[config.mk]
export PLATFORM = sky130hd
export DESIGN_NAME = widemul_unit
export DESIGN_NICKNAME = d
export VERILOG_FILES = /design/src/rtl/widemul_pkg.sv /design/src/rtl/widemul_extend.sv /design/src/rtl/widemul_flags.sv /design/src/rtl/widemul_product.sv /design/src/rtl/widemul_unit.sv
export SDC_FILE = /design/constraint.sdc
export NUM_CORES = 1
export LEC_CHECK = 0
export ABC_AREA = 1
export BUFFER_PORTS_ARGS = -buffer_cell sky130_fd_sc_hd__buf_2
export CAP_MARGIN = 15
export CORE_MARGIN = 3
export CORE_UTILIZATION = 60
export DETAILED_ROUTE_END_ITERATION = 10
export PLACE_DENSITY_LB_ADDON = 0.25
export SYNTH_ARGS = -nofsm -noshare
export SYNTH_HDL_FRONTEND = slang
export SYNTH_SLANG_ARGS = --single-unit
[constraint.sdc]
create_clock -name clk -period 7.94 [get_ports clk]
set_input_delay 1.191 -clock clk [delete_from_list [all_inputs] [get_ports clk]]
set_output_delay 1.191 -clock clk [all_outputs]
set_load 0.05 [all_outputs]
[src/rtl/widemul_pkg.sv]
package widemul_pkg;

  // Per-operation mode carried alongside the operands through the pipeline
  typedef struct packed {
    logic sgn;    // 1: two's-complement interpretation
    logic trunc;  // 1: drop the high half at the output
  } mul_mode_t;

  // Flag rule: unsigned needs a zero high half, signed needs a high half that
  // replicates the low half's top bit
  function automatic logic fits_low(input logic sgn, input logic hi_zero,
                                    input logic hi_ones, input logic lo_top);
    if (sgn) return lo_top ? hi_ones : hi_zero;
    return hi_zero;
  endfunction

endpackage

[src/rtl/widemul_extend.sv]
module widemul_extend #(
  parameter int W = 16,
  localparam int PW = 2 * W
) (
  input  logic [1:0][W-1:0]  opnd,
  input  logic               sgn,
  output logic [1:0][PW-1:0] opnd_x
);
  // Extend both operands to the product width. Multiplying modulo 2^PW then
  // yields the exact product for either interpretation.
  for (genvar i = 0; i < 2; i++) begin : g_ext
    logic fill;
    assign fill      = sgn & opnd[i][W-1];
    assign opnd_x[i] = {{W{fill}}, opnd[i]};
  end
endmodule

[src/rtl/widemul_flags.sv]
module widemul_flags #(
  parameter int W = 16
) (
  input  logic [W-1:0] hi,
  input  logic         lo_top,
  input  logic         sgn,
  output logic         ovf
);
  import widemul_pkg::*;

  logic hi_zero, hi_ones;
  assign hi_zero = (hi == '0);
  assign hi_ones = &hi;
  assign ovf     = ~fits_low(sgn, hi_zero, hi_ones, lo_top);
endmodule

[src/rtl/widemul_product.sv]
module widemul_product #(
  parameter int W = 16,
  localparam int PW = 2 * W
) (
  input  logic [PW-1:0] a_x,
  input  logic [PW-1:0] b_x,
  input  logic          sgn,
  output logic [W-1:0]  full_hi,
  output logic [W-1:0]  full_lo,
  output logic          ovf
);
  logic [PW-1:0] prod;

  assign prod    = a_x * b_x;
  assign full_hi = prod[PW-1:W];
  assign full_lo = prod[W-1:0];

  widemul_flags #(.W(W)) u_flags (
    .hi     (full_hi),
    .lo_top (full_lo[W-1]),
    .sgn    (sgn),
    .ovf    (ovf)
  );
endmodule

[src/rtl/widemul_unit.sv]
module widemul_unit #(
  parameter int W = 16,
  localparam int PW = 2 * W
) (
  input  logic         clk,
  input  logic         rst_n,
  input  logic         in_valid,
  output logic         in_ready,
  input  logic [W-1:0] in_a,
  input  logic [W-1:0] in_b,
  input  logic         in_sgn,
  input  logic         in_trunc,
  output logic         out_valid,
  input  logic         out_ready,
  output logic [W-1:0] out_hi,
  output logic [W-1:0] out_lo,
  output logic         out_cf,
  output logic         out_of
);
  import widemul_pkg::*;

  // Whole pipeline advances together; it stalls only when a result waits
  logic adv;
  assign adv      = ~out_valid | out_ready;
  assign in_ready = adv;

  // ---- stage 1: extended operands and mode ----
  logic [1:0][PW-1:0] ext_d;
  logic [PW-1:0]      s1_a, s1_b;
  mul_mode_t          s1_mode;
  logic               s1_vld;

  widemul_extend #(.W(W)) u_ext (
    .opnd   ({in_b, in_a}),
    .sgn    (in_sgn),
    .opnd_x (ext_d)
  );

  always_ff @(posedge clk or negedge rst_n) begin
    if (!rst_n) begin
      s1_vld  <= 1'b0;
      s1_a    <= '0;
      s1_b    <= '0;
      s1_mode <= '0;
    end else if (adv) begin
      s1_vld <= in_valid;
      if (in_valid) begin
        s1_a          <= ext_d[0];
        s1_b          <= ext_d[1];
        s1_mode.sgn   <= in_sgn;
        s1_mode.trunc <= in_trunc;
      end
    end
  end

  // ---- stage 2: product, flags, truncation ----
  logic [W-1:0] p_hi, p_lo;
  logic         p_ovf;

  widemul_product #(.W(W)) u_prod (
    .a_x     (s1_a),
    .b_x     (s1_b),
    .sgn     (s1_mode.sgn),
    .full_hi (p_hi),
    .full_lo (p_lo),
    .ovf     (p_ovf)
  );

  always_ff @(posedge clk or negedge rst_n) begin
    if (!rst_n) begin
      out_valid <= 1'b0;
      out_hi    <= '0;
      out_lo    <= '0;
      out_cf    <= 1'b0;
      out_of    <= 1'b0;
    end else if (adv) begin
      out_valid <= s1_vld;
      if (s1_vld) begin
        out_hi <= s1_mode.trunc ? '0 : p_hi;
        out_lo <= p_lo;
        out_cf <= p_ovf;
        out_of <= p_ovf;
      end
    end
  end
endmodule

# After elaboration in Yosys (flattened, before gate mapping)
# Cells that the tools add are included.
# W data, S select, Z words.
[word_totals] regBits=71 elab_cells=24
[classes] mul=1 muxes=5 n_bitwise=5 n_reduce_logical=4
[op_table] op="$mul A17 B17 Y32" n=1
[op_table] op="$logic_not A16 Y1" n=1
[op_table] op="$mux W16" n=1
[op_table] op="$reduce_and A16 Y1" n=1
[op_table] op="$mux W1" n=4
[op_table] op="$reduce_and A2 Y1" n=2
[op_table] op="$and A1 B1 Y1" n=2
[op_table] op="$not A1 Y1" n=2
[op_table] op="$or A1 B1 Y1" n=1

# Longest topological paths before layout
[logic_depth] depth_word=6 depth_mapped=35 mapped_depth_nobuf=33

# Modules after synthesis
# Synthesis repeated with hierarchy kept, for this count alone.
[hier_totals] cells_unflattened=2865 area_unflattened_um2=21643.3
[modules_own_cells] mod="widemul_product" n_inst=1 cells_per_inst=2290 area_per_inst_um2=16900.0
[modules_own_cells] mod="widemul_unit" n_inst=1 cells_per_inst=472 area_per_inst_um2=4101.4
[modules_own_cells] mod="widemul_extend" n_inst=1 cells_per_inst=68 area_per_inst_um2=495.5
[modules_own_cells] mod="widemul_flags" n_inst=1 cells_per_inst=35 area_per_inst_um2=146.4

# Worst setup path before layout
# No wires, ideal clock.
[synth_timing] path_type="register -> register" from="reg s1_a[16] (netlist name)" to="reg out_of" arrival_ns=5.754 required_ns=7.822 setup_slack_ns=2.068 stages_incl_launch_ff=23 path_buffers=2 synth_period_minus_slack_ns=5.872 path_cell_list="dfrtp_1 > clkbuf_1 > clkbuf_1 > nand2_1 > inv_1 > fa_1 > inv_1 > fa_1 > inv_1 > fa_1 > fa_1 > fa_1 > fa_1 > ha_1 > a21oi_1 > o21ai_0 > a21oi_1 > nand3_2 > a31o_2 > xor2_1 > nand4_1 > nand3_1 > nand2_1"
[synth_via] elab_chain_cells=6 elab_cells_between_ends=7 cone_classes="mul: 1; mux: 3; bitwise: 1; reduce/logical: 2"
[synth_rtl] item="$mul A17 B17 Y32 *" line_no="widemul_product.sv:14" rtl="assign prod = a_x * b_x;"
[synth_rtl] item="$logic_not A16 Y1 / $reduce_and A16 Y1 (equally long branches)" line_no="widemul_flags.sv:12, widemul_flags.sv:13"
[synth_rtl] item="$mux W1 (2 in series)" line_no="widemul_pkg.sv:13" rtl="if (sgn) return lo_top ? hi_ones : hi_zero;"
[synth_rtl] item="$mux W1 *" line_no="widemul_pkg.sv:14" rtl="return hi_zero;"
[synth_rtl] item="$not A1 Y1 *" line_no="widemul_flags.sv:14" rtl="assign ovf = ~fits_low(sgn, hi_zero, hi_ones, lo_top);"
[synth_rtl] item="end signal: assignment" line_no="widemul_unit.sv:82" rtl="out_of <= p_ovf;"
[synth_rtl] item="end: declaration" line_no="widemul_unit.sv:18" rtl="output logic out_of"
# Every way passes the cells marked *; elsewhere a longest branch is shown, timed or not. The select of a mux whose other input is x is not followed.
# A chain may end at the register's enable or synchronous reset.

# Final worst setup path
[layout_timing] from="reg s1_b[2]" to="reg out_of"
[layout_via] elab_chain_cells=6 elab_cells_between_ends=7 cone_classes="mul: 1; mux: 3; bitwise: 1; reduce/logical: 2"
[layout_rtl] item="start: declaration" line_no="widemul_unit.sv:29" rtl="logic [PW-1:0] s1_a, s1_b;"
[layout_rtl] item="start signal: assignment" line_no="widemul_unit.sv:49" rtl="s1_b <= ext_d[1];"
[layout_rtl] item="$mul A17 B17 Y32 *" line_no="widemul_product.sv:14"
[layout_rtl] item="$logic_not A16 Y1 / $reduce_and A16 Y1 (equally long branches)" line_no="widemul_flags.sv:12, widemul_flags.sv:13"
[layout_rtl] item="$mux W1 (2 in series)" line_no="widemul_pkg.sv:13"
[layout_rtl] item="$mux W1 *" line_no="widemul_pkg.sv:14"
[layout_rtl] item="$not A1 Y1 *" line_no="widemul_flags.sv:14"
# Marks and branches as above.

==> impl_metrics.env <==
export IMPL_async_flop_share=1.00
export IMPL_layout_nets=2227
export IMPL_ctsResizeCount=0
export IMPL_yosysMostFrequentCell="nand2_1"
export IMPL_cts_tree="built"
export IMPL_die_x_um=159
export IMPL_ys_seq_area_frac=0.126
export IMPL_place_congestion=0.934
export IMPL_cts_setup_buffers=0
export IMPL_initial_core_util=0.618
export IMPL_ys_ff_latch=71
export IMPL_worstPathRequired_ns=8.19
export IMPL_rsz0062_at_grt="false"
export IMPL_ys_top_cells_by_area="fa_1 (40%), nand2_1 (15%), inv_1 (14%), dfrtp_1 (13%), ha_1 (7.3%)"
export IMPL_yosysTopAreaCellShare=0.400
export IMPL_detail_route_antenna_nets=0
export IMPL_wl_per_cell_um=15.3
export IMPL_num_antenna_cells=0
export IMPL_maxCapViolations=0
export IMPL_h_tree_depth=3
export IMPL_grt_pass1_vias=12000
export IMPL_die_h_um=159
export IMPL_synth_area_leader_cell="fa_1"
export IMPL_grt_busiest_layer="met2"
export IMPL_syn_instance_count=1817
export IMPL_dr_first_iter_drc_count=707
export IMPL_vias=11000
export IMPL_hold_viol_final=0
export IMPL_drive_gt1_frac=0.0710
export IMPL_wl_um=32700
export IMPL_slew_violations=0
export IMPL_clk_pin_slew_ns=0.07
export IMPL_met2_usage=0.496
export IMPL_fill_cells=1952
export IMPL_grt_max_degree=72
export IMPL_cts_path_max_buffers=2
export IMPL_worstSetupPathType="reg2reg"
export IMPL_synth_edff_count=0
export IMPL_startpoint_type="flip-flop"
export IMPL_clock_fmax_mhz=152
export IMPL_cp_end_kind="flip-flop"
export IMPL_via_per_inst=5.13
export IMPL_io_pins=74
export IMPL_cts_root_buf="clkbuf_16"
export IMPL_cp_arrival_ns=6.82
export IMPL_status="finished, final reports clean"
export IMPL_crit_fanout=18
export IMPL_io_buffers=73
export IMPL_overflow=0
export IMPL_synth_flop_cell="dfrtp_1"
export IMPL_grtUsageMet3=0.0359
export IMPL_finalCritPeriodShare=0.828
export IMPL_grt_usage=0.280
export IMPL_drt_first_pass_iters=5
export IMPL_setup_viol=0
export IMPL_coreArea_um2=22800
export IMPL_num_rows=55
export IMPL_grt_pass1_wl_um=57400
export IMPL_fin_crit_ns=6.58
export IMPL_synth_area_um2=14100
export IMPL_dpl_hpwl_um=26400
export IMPL_met1_usage=0.348
export IMPL_antenna_found_initial=0
export IMPL_yosys_warnings=0
export IMPL_setup_tns_ns=0
export IMPL_hp_class="reg2reg"
export IMPL_synth_avg_cell_area_um2=7.77
export IMPL_dieArea_um2=25400
export IMPL_relSlewSlack=0.362
export IMPL_cts_sinks=71
export IMPL_ctsHoldBuffers=0
export IMPL_clkLatencyLatePin_ns=0.36
export IMPL_synth_common_cells="nand2_1 (572), inv_1 (508), fa_1 (282)"
export IMPL_area_growth_synth_to_final_pct=5.53
export IMPL_drc=0
export IMPL_cts_inserted_buffers=9
export IMPL_syn_num_nets=2219
export IMPL_synth_cell_types=40
export IMPL_finalClockSkew_ns=0.0113
export IMPL_tightest_slew_ns=0.957
stage by stage:
step	setup WS (ns)	hold slack, ns	instance area [um^2]	cells	util
finish	1.36	0.468	14900	2143	0.652
global route	0.925	0.513	14900	2143	0.652
CTS	1.38	0.465	14900	2143	0.652
detailed placement	1.42	0.453	14600	2127	0.639
global placement	1.59	0.447	14600	2127	0.639
floorplan	2.07	0.432	14100	1817	-
final timing paths:
check / end / slack, ns / depth (start not counted) / startpoint
worst max-delay path: out_of$_DFFE_PN0P_ / 1.36 / 23 / s1_b[2]$_DFFE_PN0P_
worst min-delay path: out_valid$_DFFE_PN0N_ / 0.47 / 2 / s1_vld$_DFFE_PN0N_
worst max register to register: out_of$_DFFE_PN0P_ / 1.36 / 23 / s1_b[2]$_DFFE_PN0P_
worst min register to register: out_valid$_DFFE_PN0N_ / 0.47 / 2 / s1_vld$_DFFE_PN0N_
max in group asynchronous: s1_b[13]$_DFFE_PN0P_ / 6.33 / 1 / rst_n
min in group asynchronous: out_lo[3]$_DFFE_PN0P_ / 0.98 / 1 / rst_n
final cells by class:
| type | count | area (um^2) | area share |
|---|---|---|---|
| Tap cell | 313 | 392 | 0.0263 |
| Inverter | 513 | 1930 | 0.129 |
| Timing Repair Buffer | 76 | 390 | 0.0262 |
| Multi-Input combinational cell | 1154 | 10100 | 0.678 |
| Sequential cell | 71 | 1780 | 0.119 |
| Clock buffer | 9 | 225 | 0.0151 |
| Clock inverter | 7 | 80.1 | 0.00538 |
worst max-delay path: stages, from the launching register on:
cell     delay [ns]
dfrtp_1        0.61
nand2_1        0.23
inv_1          0.11
fa_1           0.72
inv_1          0.15
fa_1           0.74
inv_1          0.19
fa_1           0.50
fa_1           0.56
fa_1           0.42
fa_1           0.44
ha_1           0.36
a21oi_1        0.21
o21ai_0        0.13
a21oi_1        0.28
nand3_2        0.15
nand2_1        0.08
nand2_1        0.06
nor2_1         0.10
nand4_1        0.10
nor2_1         0.12
nand4_1        0.08
nand3_1        0.09
nand2_1        0.05
placed cells by master (no fill, tap or decap), types with 6 or more instances in the layout:
master / n
xnor2_1: 12
buf_2: 72
dfrtp_1: 71
o21ai_0: 34
fa_1: 282
nand3_1: 34
clkbuf_16: 9
or2_2: 6
a21oi_1: 19
nor2_1: 37
inv_1: 508
xor2_1: 16
nor2_2: 6
nand2_2: 8
nand4_1: 17
ha_1: 82
nand2_1: 572
state kept, by name (all words and copies together), names as in the netlist:
| register | count |
|---|---|
| out_hi | 16 |
| out_valid | 1 |
| s1_a | 17 |
| s1_vld | 1 |
| out_lo | 16 |
| s1_mode | 2 |
| s1_b | 17 |
| out_of | 1 |
cell families (layout without fill, tap and decap cells):
kind of cell,count (synthesis),count (layout),share of synthesized area
adder cells (fa/ha/maj),364,364,0.473
XOR/XNOR,28,28,0.0174
flip-flops,71,71,0.126
AO/OA/AOI/OAI,67,67,0.0266
buffers and inverters,592,605,0.158
AND/OR/NAND/NOR,695,695,0.199
routing by layer:
layer	part of all wire	vias to the layer above
li1	-	5141
met1	0.40	5410
met2	0.52	348
met3	0.050	87
met4	0.039	0
met5	0	-
Power is left out: the tool's default activity adds up to more than one toggle a clock period on the data nets, which glitch-free logic cannot reach.
